### config.mk
export PLATFORM = sky130hd
export DESIGN_NAME = tuner_i2c_slave
export DESIGN_NICKNAME = d
export VERILOG_FILES = /design/src/rtl/tsyn_pkg.sv /design/src/rtl/tsyn_sync.sv /design/src/rtl/tsyn_bus_engine.sv /design/src/rtl/tsyn_reg_file.sv /design/src/rtl/tuner_i2c_slave.sv
export SDC_FILE = /design/constraint.sdc
export NUM_CORES = 1
export LEC_CHECK = 0
export ABC_AREA = 0
export BUFFER_PORTS_ARGS = -buffer_cell sky130_fd_sc_hd__buf_4
export CAP_MARGIN = 0
export CORE_UTILIZATION = 40
export DETAILED_ROUTE_END_ITERATION = 8
export MAX_ROUTING_LAYER = met4
export PLACE_DENSITY = 0.69
export SYNTH_ARGS = -nofsm -noshare
export SYNTH_HDL_FRONTEND = slang
export SYNTH_SLANG_ARGS = --single-unit
### constraint.sdc
create_clock -name clk -period 6.59 [get_ports clk]
set_input_delay 0.3295 -clock clk [delete_from_list [all_inputs] [get_ports clk]]
set_output_delay 0.3295 -clock clk [all_outputs]
set_load 0.03 [all_outputs]
### src/rtl/tsyn_pkg.sv
`timescale 1ns/1ps
package tsyn_pkg;
  localparam int BYTE_W  = 8;
  localparam int RATIO_W = 15;
  localparam int HI_W    = RATIO_W - BYTE_W;
  localparam int ADC_W   = 3;
  localparam int ADDR_W  = 7;
  localparam int SEL_W   = 2;
  localparam int CNT_W   = $clog2(BYTE_W);

  typedef enum logic [2:0] {
    BUS_IDLE, BUS_ADDR, BUS_WDATA, BUS_SACK, BUS_RDATA, BUS_MACK
  } bus_st_e;

  typedef enum logic [1:0] {
    SEQ_FIRST, SEQ_LO, SEQ_PORT
  } seq_e;

  typedef struct packed {
    logic cp_high;
    logic test_route;
    logic cp_off;
    logic amp_off;
  } loop_ctl_t;

  function automatic logic [ADDR_W-1:0] pick_addr(
    input logic [ADDR_W-1:0] fixed_addr,
    input logic [ADDR_W-3:0] base,
    input logic [SEL_W-1:0]  sel
  );
    logic [ADDR_W-1:0] a;
    case (sel)
      2'd0:    a = fixed_addr;
      2'd1:    a = {base, 2'b00};
      2'd2:    a = {base, 2'b10};
      default: a = {base, 2'b11};
    endcase
    return a;
  endfunction
endpackage

### src/rtl/tsyn_sync.sv
`timescale 1ns/1ps
module tsyn_sync #(
  parameter int               WIDTH   = 2,
  parameter int               STAGES  = 2,
  parameter logic [WIDTH-1:0] RST_VAL = '0
) (
  input  logic             clk,
  input  logic             rst_n,
  input  logic [WIDTH-1:0] d,
  output logic [WIDTH-1:0] q
);
  for (genvar s = 0; s < STAGES; s++) begin : g_stage
    logic [WIDTH-1:0] src;
    logic [WIDTH-1:0] q_r;
    if (s == 0) begin : g_first
      assign src = d;
    end else begin : g_next
      assign src = g_stage[s-1].q_r;
    end
    always_ff @(posedge clk or negedge rst_n) begin
      if (!rst_n) q_r <= RST_VAL;
      else        q_r <= src;
    end
  end

  assign q = g_stage[STAGES-1].q_r;
endmodule

### src/rtl/tsyn_bus_engine.sv
`timescale 1ns/1ps
module tsyn_bus_engine
  import tsyn_pkg::*;
#(
  parameter logic [ADDR_W-1:0] FIXED_ADDR = 7'b1100001,
  parameter logic [ADDR_W-3:0] SEL_BASE   = 5'b11000
) (
  input  logic              clk,
  input  logic              rst_n,
  input  logic              scl_s,
  input  logic              sda_s,
  input  logic [SEL_W-1:0]  addr_sel,
  input  logic [BYTE_W-1:0] status,
  output logic              sda_pull,
  output logic              byte_evt,
  output logic [BYTE_W-1:0] byte_data,
  output logic              frame_start,
  output logic              read_stop
);
  bus_st_e           st_q, st_d;
  logic              scl_q, sda_q;
  logic [CNT_W-1:0]  cnt_q, cnt_d;
  logic              full_q, full_d;
  logic [BYTE_W-1:0] sh_q, sh_d;
  logic              pull_q, pull_d;
  logic              rd_q, rd_d;
  logic              mack_q, mack_d;

  logic start_det, stop_det, scl_rise, scl_fall, addr_ok;
  localparam logic [CNT_W-1:0] LAST_BIT = CNT_W'(BYTE_W - 1);

  assign start_det = scl_s & scl_q & sda_q & ~sda_s;
  assign stop_det  = scl_s & scl_q & ~sda_q & sda_s;
  assign scl_rise  = scl_s & ~scl_q;
  assign scl_fall  = ~scl_s & scl_q;
  assign addr_ok   = (sh_q[BYTE_W-1:1] == FIXED_ADDR) ||
                     (sh_q[BYTE_W-1:1] == pick_addr(FIXED_ADDR, SEL_BASE, addr_sel));

  always_comb begin
    st_d        = st_q;
    cnt_d       = cnt_q;
    full_d      = full_q;
    sh_d        = sh_q;
    pull_d      = pull_q;
    rd_d        = rd_q;
    mack_d      = mack_q;
    byte_evt    = 1'b0;
    frame_start = 1'b0;
    read_stop   = 1'b0;
    if (stop_det) begin
      st_d      = BUS_IDLE;
      pull_d    = 1'b0;
      read_stop = rd_q;
      rd_d      = 1'b0;
    end else if (start_det) begin
      st_d        = BUS_ADDR;
      cnt_d       = '0;
      full_d      = 1'b0;
      pull_d      = 1'b0;
      rd_d        = 1'b0;
      frame_start = 1'b1;
    end else begin
      case (st_q)
        BUS_ADDR, BUS_WDATA: begin
          if (scl_rise && !full_q) begin
            sh_d  = {sh_q[BYTE_W-2:0], sda_s};
            cnt_d = cnt_q + CNT_W'(1);
            if (cnt_q == LAST_BIT) full_d = 1'b1;
          end else if (scl_fall && full_q) begin
            full_d = 1'b0;
            cnt_d  = '0;
            if (st_q == BUS_ADDR) begin
              if (addr_ok) begin
                pull_d = 1'b1;
                rd_d   = sh_q[0];
                st_d   = BUS_SACK;
              end else begin
                st_d = BUS_IDLE;
              end
            end else begin
              byte_evt = 1'b1;
              pull_d   = 1'b1;
              st_d     = BUS_SACK;
            end
          end
        end
        BUS_SACK: begin
          if (scl_fall) begin
            cnt_d = '0;
            if (rd_q) begin
              sh_d   = status;
              pull_d = ~status[BYTE_W-1];
              st_d   = BUS_RDATA;
            end else begin
              pull_d = 1'b0;
              st_d   = BUS_WDATA;
            end
          end
        end
        BUS_RDATA: begin
          if (scl_fall) begin
            if (cnt_q == LAST_BIT) begin
              pull_d = 1'b0;
              st_d   = BUS_MACK;
            end else begin
              sh_d   = {sh_q[BYTE_W-2:0], 1'b0};
              pull_d = ~sh_q[BYTE_W-2];
              cnt_d  = cnt_q + CNT_W'(1);
            end
          end
        end
        BUS_MACK: begin
          if (scl_rise) begin
            mack_d = ~sda_s;
          end else if (scl_fall) begin
            if (mack_q) begin
              sh_d   = status;
              pull_d = ~status[BYTE_W-1];
              cnt_d  = '0;
              st_d   = BUS_RDATA;
            end else begin
              st_d = BUS_IDLE;
            end
          end
        end
        default: ;
      endcase
    end
  end

  always_ff @(posedge clk or negedge rst_n) begin
    if (!rst_n) begin
      st_q   <= BUS_IDLE;
      scl_q  <= 1'b1;
      sda_q  <= 1'b1;
      cnt_q  <= '0;
      full_q <= 1'b0;
      sh_q   <= '0;
      pull_q <= 1'b0;
      rd_q   <= 1'b0;
      mack_q <= 1'b0;
    end else begin
      st_q   <= st_d;
      scl_q  <= scl_s;
      sda_q  <= sda_s;
      cnt_q  <= cnt_d;
      full_q <= full_d;
      sh_q   <= sh_d;
      pull_q <= pull_d;
      rd_q   <= rd_d;
      mack_q <= mack_d;
    end
  end

  assign sda_pull  = pull_q;
  assign byte_data = sh_q;


  pull_on_fall_chk: assert property (@(posedge clk) disable iff (!rst_n)
    $rose(pull_q) |-> $past(scl_fall));


  stop_release_chk: assert property (@(posedge clk) disable iff (!rst_n)
    stop_det |=> !pull_q);


  addr_reject_chk: assert property (@(posedge clk) disable iff (!rst_n)
    (st_q == BUS_ADDR && full_q && scl_fall && !start_det && !stop_det && !addr_ok)
      |=> (!pull_q && st_q == BUS_IDLE));
endmodule

### src/rtl/tsyn_reg_file.sv
`timescale 1ns/1ps
module tsyn_reg_file
  import tsyn_pkg::*;
(
  input  logic               clk,
  input  logic               rst_n,
  input  logic               frame_start,
  input  logic               byte_evt,
  input  logic [BYTE_W-1:0]  byte_data,
  input  logic               read_stop,
  input  logic               pwr_fail,
  input  logic               lock,
  input  logic [ADC_W-1:0]   adc,
  output logic [RATIO_W-1:0] ratio,
  output loop_ctl_t          ctl,
  output logic [BYTE_W-1:0]  port_on,
  output logic [BYTE_W-1:0]  status
);
  seq_e               seq_q, seq_d;
  logic [HI_W-1:0]    hi_q, hi_d;
  logic [RATIO_W-1:0] ratio_q, ratio_d;
  loop_ctl_t          ctl_q, ctl_d;
  logic [BYTE_W-1:0]  port_q, port_d;
  logic               por_q, por_d;

  always_comb begin
    seq_d   = seq_q;
    hi_d    = hi_q;
    ratio_d = ratio_q;
    ctl_d   = ctl_q;
    port_d  = port_q;
    if (frame_start) begin
      seq_d = SEQ_FIRST;
    end else if (byte_evt) begin
      case (seq_q)
        SEQ_FIRST: begin
          if (!byte_data[BYTE_W-1]) begin
            hi_d  = byte_data[HI_W-1:0];
            seq_d = SEQ_LO;
          end else begin
            ctl_d.cp_high    = byte_data[6];
            ctl_d.test_route = byte_data[5];
            ctl_d.cp_off     = byte_data[4];
            ctl_d.amp_off    = byte_data[0];
            seq_d            = SEQ_PORT;
          end
        end
        SEQ_LO: begin
          ratio_d = {hi_q, byte_data};
          seq_d   = SEQ_FIRST;
        end
        SEQ_PORT: begin
          port_d = byte_data;
          seq_d  = SEQ_FIRST;
        end
        default: seq_d = SEQ_FIRST;
      endcase
    end
    if (pwr_fail)       por_d = 1'b1;
    else if (read_stop) por_d = 1'b0;
    else                por_d = por_q;
  end

  always_ff @(posedge clk or negedge rst_n) begin
    if (!rst_n) begin
      seq_q   <= SEQ_FIRST;
      hi_q    <= '0;
      ratio_q <= '0;
      ctl_q   <= '0;
      port_q  <= '0;
      por_q   <= 1'b1;
    end else begin
      seq_q   <= seq_d;
      hi_q    <= hi_d;
      ratio_q <= ratio_d;
      ctl_q   <= ctl_d;
      port_q  <= port_d;
      por_q   <= por_d;
    end
  end

  assign ratio   = ratio_q;
  assign ctl     = ctl_q;
  assign port_on = port_q;
  assign status  = {por_q, lock, 3'b000, adc};


  ratio_commit_chk: assert property (@(posedge clk) disable iff (!rst_n)
    !$stable(ratio_q) |-> $past(byte_evt && !frame_start && seq_q == SEQ_LO));


  port_commit_chk: assert property (@(posedge clk) disable iff (!rst_n)
    !$stable(port_q) |-> $past(byte_evt && !frame_start && seq_q == SEQ_PORT));


  por_set_chk: assert property (@(posedge clk) disable iff (!rst_n)
    pwr_fail |=> por_q);


  por_clear_chk: assert property (@(posedge clk) disable iff (!rst_n)
    $fell(por_q) |-> $past(read_stop));
endmodule

### src/rtl/tuner_i2c_slave.sv
`timescale 1ns/1ps
module tuner_i2c_slave
  import tsyn_pkg::*;
#(
  parameter logic [ADDR_W-1:0] FIXED_ADDR = 7'b1100001,
  parameter logic [ADDR_W-3:0] SEL_BASE   = 5'b11000,
  parameter int                SYNC_STAGES = 2
) (
  input  logic               clk,
  input  logic               rst_n,
  input  logic               scl_i,
  input  logic               sda_i,
  output logic               sda_pull_o,
  input  logic [SEL_W-1:0]   addr_sel_i,
  input  logic               pwr_fail_i,
  input  logic               lock_i,
  input  logic [ADC_W-1:0]   adc_i,
  output logic [RATIO_W-1:0] ratio_o,
  output logic               cp_high_o,
  output logic               test_route_o,
  output logic               cp_off_o,
  output logic               amp_off_o,
  output logic [BYTE_W-1:0]  port_on_o
);
  localparam int STAT_IN_W = ADC_W + 2;

  logic [1:0] rst_pipe_q;
  logic       rst_int_n;

  always_ff @(posedge clk or negedge rst_n) begin
    if (!rst_n) rst_pipe_q <= 2'b00;
    else        rst_pipe_q <= {rst_pipe_q[0], 1'b1};
  end
  assign rst_int_n = rst_pipe_q[1];

  logic [1:0]           bus_s;
  logic [STAT_IN_W-1:0] stat_s;

  tsyn_sync #(.WIDTH(2), .STAGES(SYNC_STAGES), .RST_VAL(2'b11)) u_bus_sync (
    .clk(clk), .rst_n(rst_int_n), .d({scl_i, sda_i}), .q(bus_s)
  );

  tsyn_sync #(.WIDTH(STAT_IN_W), .STAGES(SYNC_STAGES), .RST_VAL('0)) u_stat_sync (
    .clk(clk), .rst_n(rst_int_n), .d({pwr_fail_i, lock_i, adc_i}), .q(stat_s)
  );

  logic              byte_evt, frame_start, read_stop;
  logic [BYTE_W-1:0] byte_data, status;
  loop_ctl_t         ctl;

  tsyn_bus_engine #(.FIXED_ADDR(FIXED_ADDR), .SEL_BASE(SEL_BASE)) u_engine (
    .clk        (clk),
    .rst_n      (rst_int_n),
    .scl_s      (bus_s[1]),
    .sda_s      (bus_s[0]),
    .addr_sel   (addr_sel_i),
    .status     (status),
    .sda_pull   (sda_pull_o),
    .byte_evt   (byte_evt),
    .byte_data  (byte_data),
    .frame_start(frame_start),
    .read_stop  (read_stop)
  );

  tsyn_reg_file u_regs (
    .clk        (clk),
    .rst_n      (rst_int_n),
    .frame_start(frame_start),
    .byte_evt   (byte_evt),
    .byte_data  (byte_data),
    .read_stop  (read_stop),
    .pwr_fail   (stat_s[STAT_IN_W-1]),
    .lock       (stat_s[STAT_IN_W-2]),
    .adc        (stat_s[ADC_W-1:0]),
    .ratio      (ratio_o),
    .ctl        (ctl),
    .port_on    (port_on_o),
    .status     (status)
  );

  assign cp_high_o    = ctl.cp_high;
  assign test_route_o = ctl.test_route;
  assign cp_off_o     = ctl.cp_off;
  assign amp_off_o    = ctl.amp_off;
endmodule

==> impl_metrics.ini <==
[outcome]
outcome = complete, no violations

[finish]
regArea_um2 = 1840
fill_cells = 648
area_occupied_by_multi_input_gates_um2 = 1230
finish.cell_count_without_fillers = 385
layout.cells.most_common_list = sky130_fd_sc_hd__dfrtp_1, sky130_fd_sc_hd__buf_4, sky130_fd_sc_hd__mux2_2
post-route-cell-area_um2 = 3720
syn_to_final_growth_pct = 18.7
insertedDiodeCount = 0
commonest_non_fill_non_tap_cell_in_the_layout = sky130_fd_sc_hd__dfrtp_1
final_net_count = 296
layout-drive-gt1-share_pct = 39.5

[clock_network]
clkTransAtPathRegs_ns = 0.08
cts-buffers-inserted = 9
cts_post_setup_buffers_inserted = 0
clock_tree_buffer_depth = 2
cts_num_sinks = 73
cts_tree = done
clock_tree.htree_level_count = 3
insertion_delay_ns = 0.35
cts_root_buf = sky130_fd_sc_hd__clkbuf_8

[hold_path]
worstHoldPathCells = 1
worst_hold_path_type = in2reg

[synth]
syn-instance-count = 237
synth_top_family_by_area = multiplexers
syn_area_um2 = 3130
synth.yosys.warnings = 0
ys_seq_elements = 73
synth-compound-area-share_pct = 10.1
synth-xor-area-share_pct = 0.559
avg_inst_size_synth_um2 = 13.2
syn_nets = 252
synth_ff_type = sky130_fd_sc_hd__dfrtp_1
post_synth_fa_ha_maj_area_fraction_pct = 1.60
post_synth_num_cell_types = 53
yosysTopAreaCellShare_pct = 52.7
synth_async_sr_flop_share_pct = 100
post_synth_mux_area_share_pct = 17.1
synth_largest_area_cell = sky130_fd_sc_hd__dfrtp_1
synth-edff-count = 0
synth.area.top_cells = sky130_fd_sc_hd__dfrtp_1, sky130_fd_sc_hd__mux2_2, sky130_fd_sc_hd__dfstp_2
synth_sequential_area_ratio_pct = 58.6
synth-simple-area-share_pct = 9.78

[drt]
detailedRoute.firstPassIterationCount = 4
final_antenna_net_count = 0
postRouteWirelength_um = 5700
wl_per_cell_um = 14.8
drt_iter0_drcs = 78
drc = 0
num_vias = 2031
drt-vias-per-instance = 5.28

[sta]
max_freq_mhz = 410
tns_ns = 0
worst_slew_pin_slew_ns = 0.855
final_hold_viol_count = 0
timing.final.crit_share_pct = 37.0
finalSetupViolCount = 0
final_period_minus_worst_setup_slack_ns = 2.44
clock-skew-final_ns = 0.0122
finalMaxSlewViolations = 0
worst_hold_slack_ns = 0.0845
slew_headroom_pct = 43.0
setup_repair_after_global_routing_missed_its_margin = no

[worst_setup_path]
worst-path-max-fanout = 8
r2r_cells = 7
timing.critical_path.cells = ha_1, ha_1, nor2b_1, o41ai_4, o211ai_2, or3_1, mux2_4
endpoint_kind = register
critical_path_stages = 7
slowest_delay_ns = 0.57
cpLargestDelayFamily = simple AND/OR/NAND/NOR gates
crit_type = reg2reg
cpMostUsedCell = sky130_fd_sc_hd__ha_1
cp-start-kind = register
timing.critical_path.buf_inv = 0
slowest_stage = sky130_fd_sc_hd__or3_1
arrival_ns = 2.67
critical_path_required_ns = 6.82

[floorplanning]
die-height_um = 90.5
core_area_um2 = 7410
start_util_pct = 42.3
die_w_um = 90.5
top_level_i_o_count = 39
rows = 31
design.die.area_um2 = 8190

[global_routing]
grt_first_pass_wirelength_um = 9860
grt_antenna_before_repair = 0
grt_use_total_pct = 15.9
largest_net_degree_at_the_start_of_global_routing = 72
globalRoute.totalOverflow = 0
via_count_of_the_first_global_routing_pass = 1931

[pwr]
net-switching-power_uw = 418
power_mw = 1.23
power.clock.fraction_pct = 29.8
seq_power_share_pct = 47.1
power.static_leakage_nw = 1.81
combinationalPowerShare_pct = 23.0
power_report.internal_total_uw = 815
power_density_nw_per_um2 = 332
vdd_ir_drop_max_mv = 0.160
swShare_pct = 33.9

[placement]
port_buffers = 38
dp_hpwl_um = 3890
place.gp.congestion = 0.847
placed_cell_area_um2 = 3500
placedCellCount = 368

[flow_run]
maxCapViolCount = 0
synthesized netlist by cell type, types with 3 or more instances:
library cell and n:
sky130_fd_sc_hd__a21oi_1 8, sky130_fd_sc_hd__buf_6 3, sky130_fd_sc_hd__clkbuf_1 3, sky130_fd_sc_hd__dfrtp_1 66, sky130_fd_sc_hd__dfstp_2 7, sky130_fd_sc_hd__ha_1 4, sky130_fd_sc_hd__inv_1 5, sky130_fd_sc_hd__mux2_2 38
sky130_fd_sc_hd__mux2_4 5, sky130_fd_sc_hd__nand2_1 18, sky130_fd_sc_hd__nand2b_1 4, sky130_fd_sc_hd__nand3_1 4, sky130_fd_sc_hd__nor2_1 8, sky130_fd_sc_hd__nor2b_1 3, sky130_fd_sc_hd__nor3b_1 3, sky130_fd_sc_hd__o21ai_0 10
sky130_fd_sc_hd__o31ai_1 5
layer usage:
layer	up-vias	wire [um]	track usage (%)
met5	-	0	-
met4	0	129	7.66
met3	11	268	3.79
met2	67	2590	22.3
met1	1005	2710	21.6
li1	948	-	-
layout make-up:
type / instances / share of cell area, %
flip-flops and latches: 73 / 49.4
well taps: 99 / 3.33
inverters: 5 / 0.505
repair buffers: 40 / 8.14
multi-input cells: 152 / 33.0
clock inverters: 7 / 2.29
clock buffers: 9 / 3.33
worst paths after layout:
kind	start	end	slack [ns]
setup / recovery	u_engine.cnt_q[0]$_DFFE_PN0P_	u_engine.byte_data[1]$_DFFE_PN0P_	4.15
hold / removal	sda_i	u_bus_sync.g_stage[0].q_r[0]$_DFF_PN1_	0.08
setup reg to reg	u_engine.cnt_q[0]$_DFFE_PN0P_	u_engine.byte_data[1]$_DFFE_PN0P_	4.15
hold reg to reg	u_stat_sync.g_stage[0].q_r[4]$_DFF_PN0_	u_stat_sync.q[4]$_DFF_PN0_	0.35
max in group asynchronous	rst_pipe_q[1]$_DFF_PN0_	u_regs.seq_q[1]$_DFFE_PN0P_	5.57
min in group asynchronous	rst_n	rst_pipe_q[1]$_DFF_PN0_	0.28
metrics by stage:
stage / setup WS, ns / utilization (%)
after floorplan: 4.36 / -
after global placement: 4.23 / 47.3
after detailed placement: 4.16 / 47.3
after CTS: 4.15 / 50.2
after global routing: 4.06 / 50.2
final: 4.15 / 50.2
timing repair:
action / 4_1_cts / 5_1_grt
endpoints found under the hold margin: 2 / 0
gates resized for setup: 0 / 0
hold buffers: 1 / 0
power by group through the flow:
stage               clock network, mW  registers, mW  logic (mW)
finish                          0.368          0.582       0.284
global route                    0.400          0.594       0.313
CTS                             0.379          0.582       0.285
detailed placement                  0          0.591       0.284
global placement                    0          0.590       0.281
floorplan                           0          0.556       0.252
registers in the layout (all words and copies together), names as in the netlist, 3 cells and up:
register	cells
u_regs.ratio	15
u_engine.byte_data	8
u_regs.port_on	8
u_regs.hi_q	7
u_stat_sync.g_stage.q_r	5
u_stat_sync.q	5
u_regs.ctl	4
u_engine.cnt_q	3
u_engine.st_q	3
logic make-up (layout without fill, tap and decap cells):
group	count (synthesis)	count (layout)
buffers and inverters	12	61
xor gates and xnor gates	2	2
AOI/OAI and AO/OA	44	44
DFF	73	73
other	1	1
and+or+nand+nor	55	55
adders and majority gates	4	4
muxes	46	46
Note: power is estimated with default switching activity, not from simulation.
